--- src/rtl/sar_conv_seq_pkg.sv ---
package sar_conv_seq_pkg;
    typedef enum logic [1:0] {
        PH_IDLE  = 2'd0,
        PH_TRACK = 2'd1,
        PH_CONV  = 2'd2
    } phase_e;

    localparam logic [1:0] SRC_SOFT  = 2'd0;
    localparam logic [1:0] SRC_TMR_A = 2'd1;
    localparam logic [1:0] SRC_TMR_B = 2'd2;
    localparam logic [1:0] SRC_PIN   = 2'd3;

    localparam logic [1:0] MODE_POST = 2'd0;
    localparam logic [1:0] MODE_PRE  = 2'd1;
endpackage

--- src/rtl/sar_conv_seq_start.sv ---
module sar_conv_seq_start
    import sar_conv_seq_pkg::*;
#(
    parameter int SYNC_STAGES = 2
) (
    input  logic       clk,
    input  logic       rst_n,
    input  logic [1:0] src_sel,
    input  logic       sw_start,
    input  logic       tmr_a_ovf,
    input  logic       tmr_b_ovf,
    input  logic       ext_start,
    output logic       start_evt
);
    typedef struct packed {
        logic [SYNC_STAGES-1:0] sync;
        logic                   prev;
    } st_t;

    st_t st_d, st_q;
    logic pin_rise;

    always_comb begin
        st_d      = st_q;
        st_d.sync = {st_q.sync[SYNC_STAGES-2:0], ext_start};
        st_d.prev = st_q.sync[SYNC_STAGES-1];
        pin_rise  = st_q.sync[SYNC_STAGES-1] & ~st_q.prev;
        unique case (src_sel)
            SRC_SOFT:  start_evt = sw_start;
            SRC_TMR_A: start_evt = tmr_a_ovf;
            SRC_TMR_B: start_evt = tmr_b_ovf;
            default:   start_evt = pin_rise;
        endcase
    end

    always_ff @(posedge clk or negedge rst_n) begin
        if (!rst_n) st_q <= '0;
        else        st_q <= st_d;
    end
endmodule

--- src/rtl/sar_conv_seq_fsm.sv ---
module sar_conv_seq_fsm
    import sar_conv_seq_pkg::*;
#(
    parameter int RES_BITS = 12,
    parameter int TRK_W    = 4,
    localparam int STEP_W  = $clog2(RES_BITS + 1)
) (
    input  logic              clk,
    input  logic              rst_n,
    input  logic              sar_ce,
    input  logic              start_evt,
    input  logic [1:0]        trk_mode,
    input  logic [TRK_W-1:0]  trk_len,
    output phase_e            phase,
    output logic [STEP_W-1:0] step,
    output logic              track,
    output logic              busy,
    output logic              conv_load,
    output logic              resolve,
    output logic              finish
);
    localparam logic [STEP_W-1:0] LAST_STEP = STEP_W'(RES_BITS);

    typedef struct packed {
        phase_e             phase;
        logic [TRK_W-1:0]   trk_cnt;
        logic [STEP_W-1:0]  step;
        logic               track;
    } st_t;

    st_t st_d, st_q;
    logic [TRK_W-1:0] len_eff;

    always_comb begin
        st_d      = st_q;
        len_eff   = (trk_len == '0) ? TRK_W'(1) : trk_len;
        resolve   = 1'b0;
        finish    = 1'b0;
        unique case (st_q.phase)
            PH_IDLE: begin
                if (start_evt) begin
                    st_d.step = '0;
                    if (trk_mode == MODE_PRE) begin
                        st_d.phase = PH_CONV;
                    end else begin
                        st_d.phase   = PH_TRACK;
                        st_d.trk_cnt = len_eff;
                    end
                end
            end
            PH_TRACK: begin
                if (sar_ce) begin
                    if (st_q.trk_cnt <= TRK_W'(1)) st_d.phase = PH_CONV;
                    else st_d.trk_cnt = st_q.trk_cnt - TRK_W'(1);
                end
            end
            default: begin
                if (sar_ce) begin
                    if (st_q.step == LAST_STEP) begin
                        finish     = 1'b1;
                        st_d.phase = PH_IDLE;
                    end else begin
                        resolve   = 1'b1;
                        st_d.step = st_q.step + STEP_W'(1);
                    end
                end
            end
        endcase
        st_d.track = (st_d.phase == PH_TRACK) ||
                     ((st_d.phase == PH_IDLE) && (trk_mode != MODE_POST));
        conv_load  = (st_q.phase != PH_CONV) && (st_d.phase == PH_CONV);
    end

    always_ff @(posedge clk or negedge rst_n) begin
        if (!rst_n) st_q <= '{phase: PH_IDLE, trk_cnt: '0, step: '0, track: 1'b0};
        else        st_q <= st_d;
    end

    assign phase = st_q.phase;
    assign step  = st_q.step;
    assign track = st_q.track;
    assign busy  = st_q.phase != PH_IDLE;
endmodule

--- src/rtl/sar_conv_seq_sar.sv ---
module sar_conv_seq_sar #(
    parameter int RES_BITS = 12,
    localparam int STEP_W  = $clog2(RES_BITS + 1)
) (
    input  logic                clk,
    input  logic                rst_n,
    input  logic                conv_load,
    input  logic                resolve,
    input  logic                finish,
    input  logic [STEP_W-1:0]   step,
    input  logic                cmp_ge,
    output logic [RES_BITS-1:0] trial_code,
    output logic [RES_BITS-1:0] result
);
    localparam logic [RES_BITS-1:0] MSB_ONE = {1'b1, {(RES_BITS-1){1'b0}}};

    typedef struct packed {
        logic [RES_BITS-1:0] acc;
        logic [RES_BITS-1:0] result;
    } st_t;

    st_t st_d, st_q;
    logic [RES_BITS-1:0] bit_mask;

    always_comb begin
        st_d       = st_q;
        bit_mask   = MSB_ONE >> step;
        trial_code = st_q.acc | bit_mask;
        if (conv_load) begin
            st_d.acc = '0;
        end else if (resolve && cmp_ge) begin
            st_d.acc = trial_code;
        end
        if (finish) st_d.result = st_q.acc;
    end

    always_ff @(posedge clk or negedge rst_n) begin
        if (!rst_n) st_q <= '0;
        else        st_q <= st_d;
    end

    assign result = st_q.result;
endmodule

--- src/rtl/sar_conv_seq.sv ---
module sar_conv_seq
    import sar_conv_seq_pkg::*;
#(
    parameter int RES_BITS    = 12,
    parameter int TRK_W       = 4,
    parameter int SYNC_STAGES = 2
) (
    input  logic                clk,
    input  logic                rst_n,
    input  logic [1:0]          src_sel,
    input  logic [1:0]          trk_mode,
    input  logic [TRK_W-1:0]    trk_len,
    input  logic                irq_en,
    input  logic                sw_start,
    input  logic                tmr_a_ovf,
    input  logic                tmr_b_ovf,
    input  logic                ext_start,
    input  logic                sar_ce,
    input  logic                cmp_ge,
    input  logic                done_clr,
    output logic [RES_BITS-1:0] trial_code,
    output logic [RES_BITS-1:0] code,
    output logic                track,
    output logic                busy,
    output logic                done,
    output logic                irq
);
    localparam int STEP_W = $clog2(RES_BITS + 1);

    logic              start_evt;
    phase_e            phase_w;
    logic [STEP_W-1:0] step_w;
    logic              conv_load, resolve, finish;
    logic              done_d, done_q;

    sar_conv_seq_start #(.SYNC_STAGES(SYNC_STAGES)) u_start (
        .clk(clk), .rst_n(rst_n), .src_sel(src_sel), .sw_start(sw_start),
        .tmr_a_ovf(tmr_a_ovf), .tmr_b_ovf(tmr_b_ovf), .ext_start(ext_start),
        .start_evt(start_evt)
    );

    sar_conv_seq_fsm #(.RES_BITS(RES_BITS), .TRK_W(TRK_W)) u_fsm (
        .clk(clk), .rst_n(rst_n), .sar_ce(sar_ce), .start_evt(start_evt),
        .trk_mode(trk_mode), .trk_len(trk_len), .phase(phase_w), .step(step_w),
        .track(track), .busy(busy), .conv_load(conv_load), .resolve(resolve),
        .finish(finish)
    );

    sar_conv_seq_sar #(.RES_BITS(RES_BITS)) u_sar (
        .clk(clk), .rst_n(rst_n), .conv_load(conv_load), .resolve(resolve),
        .finish(finish), .step(step_w), .cmp_ge(cmp_ge),
        .trial_code(trial_code), .result(code)
    );

    always_comb begin
        done_d = finish | (done_q & ~done_clr);
    end

    always_ff @(posedge clk or negedge rst_n) begin
        if (!rst_n) done_q <= 1'b0;
        else        done_q <= done_d;
    end

    assign done = done_q;
    assign irq  = done_q & irq_en;
endmodule

--- config.mk ---
export PLATFORM = sky130hd
export DESIGN_NAME = sar_conv_seq
export DESIGN_NICKNAME = d
export VERILOG_FILES = /design/src/rtl/sar_conv_seq_pkg.sv /design/src/rtl/sar_conv_seq_start.sv /design/src/rtl/sar_conv_seq_fsm.sv /design/src/rtl/sar_conv_seq_sar.sv /design/src/rtl/sar_conv_seq.sv
export SDC_FILE = /design/constraint.sdc
export NUM_CORES = 1
export LEC_CHECK = 0
export BUFFER_PORTS_ARGS = -buffer_cell sky130_fd_sc_hd__buf_2
export CAP_MARGIN = 20
export CORE_MARGIN = 2
export CORE_UTILIZATION = 35
export CTS_CLUSTER_DIAMETER = 100
export DETAILED_ROUTE_END_ITERATION = 8
export GPL_TIMING_DRIVEN = 0
export PLACE_DENSITY = 0.58
export SLEW_MARGIN = 10
export SYNTH_ARGS = -nofsm -noshare
export SYNTH_HDL_FRONTEND = slang
export SYNTH_SLANG_ARGS = --single-unit
--- constraint.sdc ---
create_clock -name clk -period 2.9 [get_ports clk]
set_input_delay 0.58 -clock clk [delete_from_list [all_inputs] [get_ports clk]]
set_output_delay 0.58 -clock clk [all_outputs]
set_load 0.05 [all_outputs]
==> summary.md <==
| Metric | Value |
|---|---|
| Synthesized net count | `between 200 and 250` |
| Slew headroom | `a little over two fifths` |
| Non-Filler Instances | `310` |
| M1 GR Usage | `a little under a fifth` |
| CP arrival | `~2.4 ns` |
| YS warnings | `0` |
| Worst R2R Setup Slack | `0.63 ns` |
| Reg clk slew, reported paths | `0.07 ns` |
| Input/output buffers | `45` |
| Effective utilization at floorplan | `about 36%` |
| Vias | `between 1,000 and 1,500` |
| Critical-path maximum fanout | `10` |
| Register area share after synthesis | `49.7%` |
| Router iterations before antenna repair | `4` |
| Post-Syn Instances | `around 190` |
| Gr busiest metal | `met2` |
| Synth Cell Area | `~2000 um^2` |
| Hold Path Stages | `0` |
| Minimum clock period | `around 2.3 ns` |
| Clock sinks | `39` |
| Critical Path RT | `3.07 ns` |
| Largest net degree at the start of global routing | `40` |
| Status | `finished clean` |
| Critical Path Sink Type | `flop` |
| Main synth FF type | `dfrtp_1` |
| Hpwl dp | `between 2000 and 3000 um` |
| Setup TNS | `0 ns` |
| Slowest stage delay, CP | `0.44 ns` |
| Die width | `78.9 um` |
| Cell Pwr Density | `between 900 and 1000 nW/um^2` |
| Top post-synthesis cells by area | `dfrtp_1 (50%), mux2_2 (5.2%), ha_1 (5.1%)` |
| Met2 usage | `between 20 and 25%` |
| Final setup vio count | `0` |
| Synth area leader | `dfrtp_1` |
| Element type at the critical path start | `flop` |
| Post-synth cell types | `40` |
| Critical path type | `flop to flop` |
| Fraction of registers with async set/reset | `100%` |
| Grt ovf | `0` |
| Cell Chain, Critical Path | `inv_1 > ha_1 > nand3_1 > nor2_1 > buf_4 > mux2_2` |
| R2R Path End | `u_sar.result[11]` |
| Vias in the first global route | `1,441` |
| Clk_lat worst skew | `about 0.29 ns` |
| H-tree Lvls | `2` |
| Initial antenna violation count | `0` |
| ANT cells | `0` |
| First-pass GRT wire length | `6690 um` |
| Max clock buf depth | `2` |
| Leakage | `between 1 and 1.5 nW` |
| CP startpoint | `u_fsm.step[0]` |
| Initial drt markers | `between 100 and 150` |
| Hold Vio Cnt, Final | `0` |
| Total Power | `0.00217 W` |
| Placed insts | `303` |
| Mean Syn Cell Area | `about 11 um^2` |
| DIE HEIGHT | `about 80 um` |
| Share of the synthesized area in the top cell type | `49.7%` |
| Period utilization | `about four fifths` |
| Final instance area | `between 2000 and 2500 um^2` |
| Postcts setup bufs | `0` |
| CTS tree | `done` |
| Unrepaired setup endpoints after global routing | `no` |
| Layout cells sized above 1 | `around 34%` |
| WHS | `0.370 ns` |
| Gr usage total | `13.9%` |
| Number of synthesized flops with an enable pin | `0` |
| Via/cell ratio | `4.73` |
| Routed WL | `around 3900 um` |
| NumNets Final | `264` |
| Fmax | `between 400 and 500 MHz` |
| Reg2reg path depth | `6` |
| Slew Limit Fails | `0` |
| Root buf cell | `clkbuf_8` |
| Skew final | `about 0.0035 ns` |
| Critical R2R Launch | `u_fsm.step[0]` |
| CP max stage cell | `dfrtp_1` |
| Total CTS buffers | `5` |
| Core Region | `roughly 5500 um^2` |
| Rows | `27` |
| Layout area overhead | `20.5%` |
| Worst hold path class | `flop to flop` |
| DR WL/cell | `roughly 13 um` |
| Die area | `between 6000 and 7000 um^2` |
| Antenna viol nets, final | `0` |
| Tightest Pin Transition | `slightly below 0.9 ns` |
| Post-CTS sizing | `0` |
| I/O pin cnt | `46` |
| #FFs+latches synth | `39` |
| Maximum vdd ir drop | `463 uV` |
| DP Area | `~2300 um^2` |
| Max-capacitance violation count | `0` |
| Gpl congestion | `~0.75` |
| Crit path capture | `u_sar.result[11]` |
| Hold Buf Count CTS | `0` |
| Remaining DRCs | `0` |
| GR Layer Usage met3 | `about 3.6%` |
per-stage QoR:
step | setup slack, ns | utilization (%)
6_report | 0.631 | 43.2
3_5_place_dp | 0.657 | 41.6
4_1_cts | 0.641 | 43.2
3_3_place_gp | 0.663 | 41.6
5_1_grt | 0.477 | 43.2
2_1_floorplan | 1.11 | -
worst max-delay path: cells and delay by family (launching register included):
| family | cells | cell delay (ns) |
|---|---|---|
| fa+ha+maj | 1 | 0.32 |
| buf+inv | 2 | 0.40 |
| mux | 1 | 0.35 |
| flops | 1 | 0.44 |
| simple gates | 2 | 0.63 |
cell type report:
class	count	area, um^2
Clock buffer	6	82.6
Tap cell	72	90.1
Fill cell	550	3110
Sequential cell	39	976
Multi-Input combinational cell	122	835
Inverter	8	30.0
Buffer	17	121
Timing Repair Buffer	45	225
Clock inverter	1	5.00
cell usage in the layout (no fill, tap or decap), drive strengths merged, types with 5 or more instances in the layout:
cell type / instances
a21o: 11
clkbuf: 8
o21ai: 7
buf: 60
inv: 8
ha: 8
a31oi: 7
nand3: 5
mux2: 12
nor2: 24
a21oi: 12
dfrtp: 39
synth_stat cells (2+ instances only):
library cell  count
inv_1             8
nor2_1           24
or2_2             2
ha_1              8
a21oi_1          12
buf_4            13
mux2_1            3
a21o_1           11
mux2_2            9
o21ai_1           2
nand3_1           5
and3_1            2
nor2b_1           4
dfrtp_1          39
and2_1            2
o21ai_0           5
nand2_1           4
a31oi_1           7
nor3_1            4
clkbuf_1          2
worst min path at each step:
stage | endpoint | start | slack [ns]
detailed placement | u_start.st_d[0] | u_start.st_d[2] | 0.36
global route | u_start.st_d[0] | u_start.st_d[2] | 0.38
floorplan | done | rst_n | 0.28
CTS | u_start.st_d[0] | u_start.st_d[2] | 0.37
finish | u_start.st_d[0] | u_start.st_d[2] | 0.37
global placement | u_start.st_d[0] | u_start.st_d[2] | 0.34
report_power, final:
group	switching (W)	internal, W	leakage [nW]
logic	0.000709	0.000310	0.759
registers	0.000111	0.000667	0.516
clock network	0.000181	0.000187	0.0470
total	0.00100	0.00116	1.32
sequential cells by signal, indices dropped and copies added, names as in the netlist:
name,count
u_fsm.phase,2
u_sar.result,12
u_fsm.st_q,4
u_fsm.step,4
u_start.st_q,1
u_sar.st_q,12
u_fsm.track,1
u_start.st_d,2
done,1
kinds of logic (layout without fill, tap and decap cells):
logic type | Yosys count | after routing | share of synthesized area, %
compound gates | 44 | 44 | 14.9
simple gates | 56 | 56 | 14.0
fa+ha+maj | 8 | 8 | 5.10
flops | 39 | 39 | 49.7
mux | 13 | 13 | 8.04
buf+inv | 25 | 77 | 7.72
xor+xnor | 1 | 1 | 0.447
layer usage:
metal / vias to the layer above / part of all wire, % / wire length [um]
met5: - / 0 / 0
met4: 0 / 0.69 / 27
met3: 3 / 3.9 / 152
met2: 30 / 46 / 1780
met1: 696 / 50 / 1930
li1: 736 / - / -
Note: power is estimated with default switching activity, not from simulation.
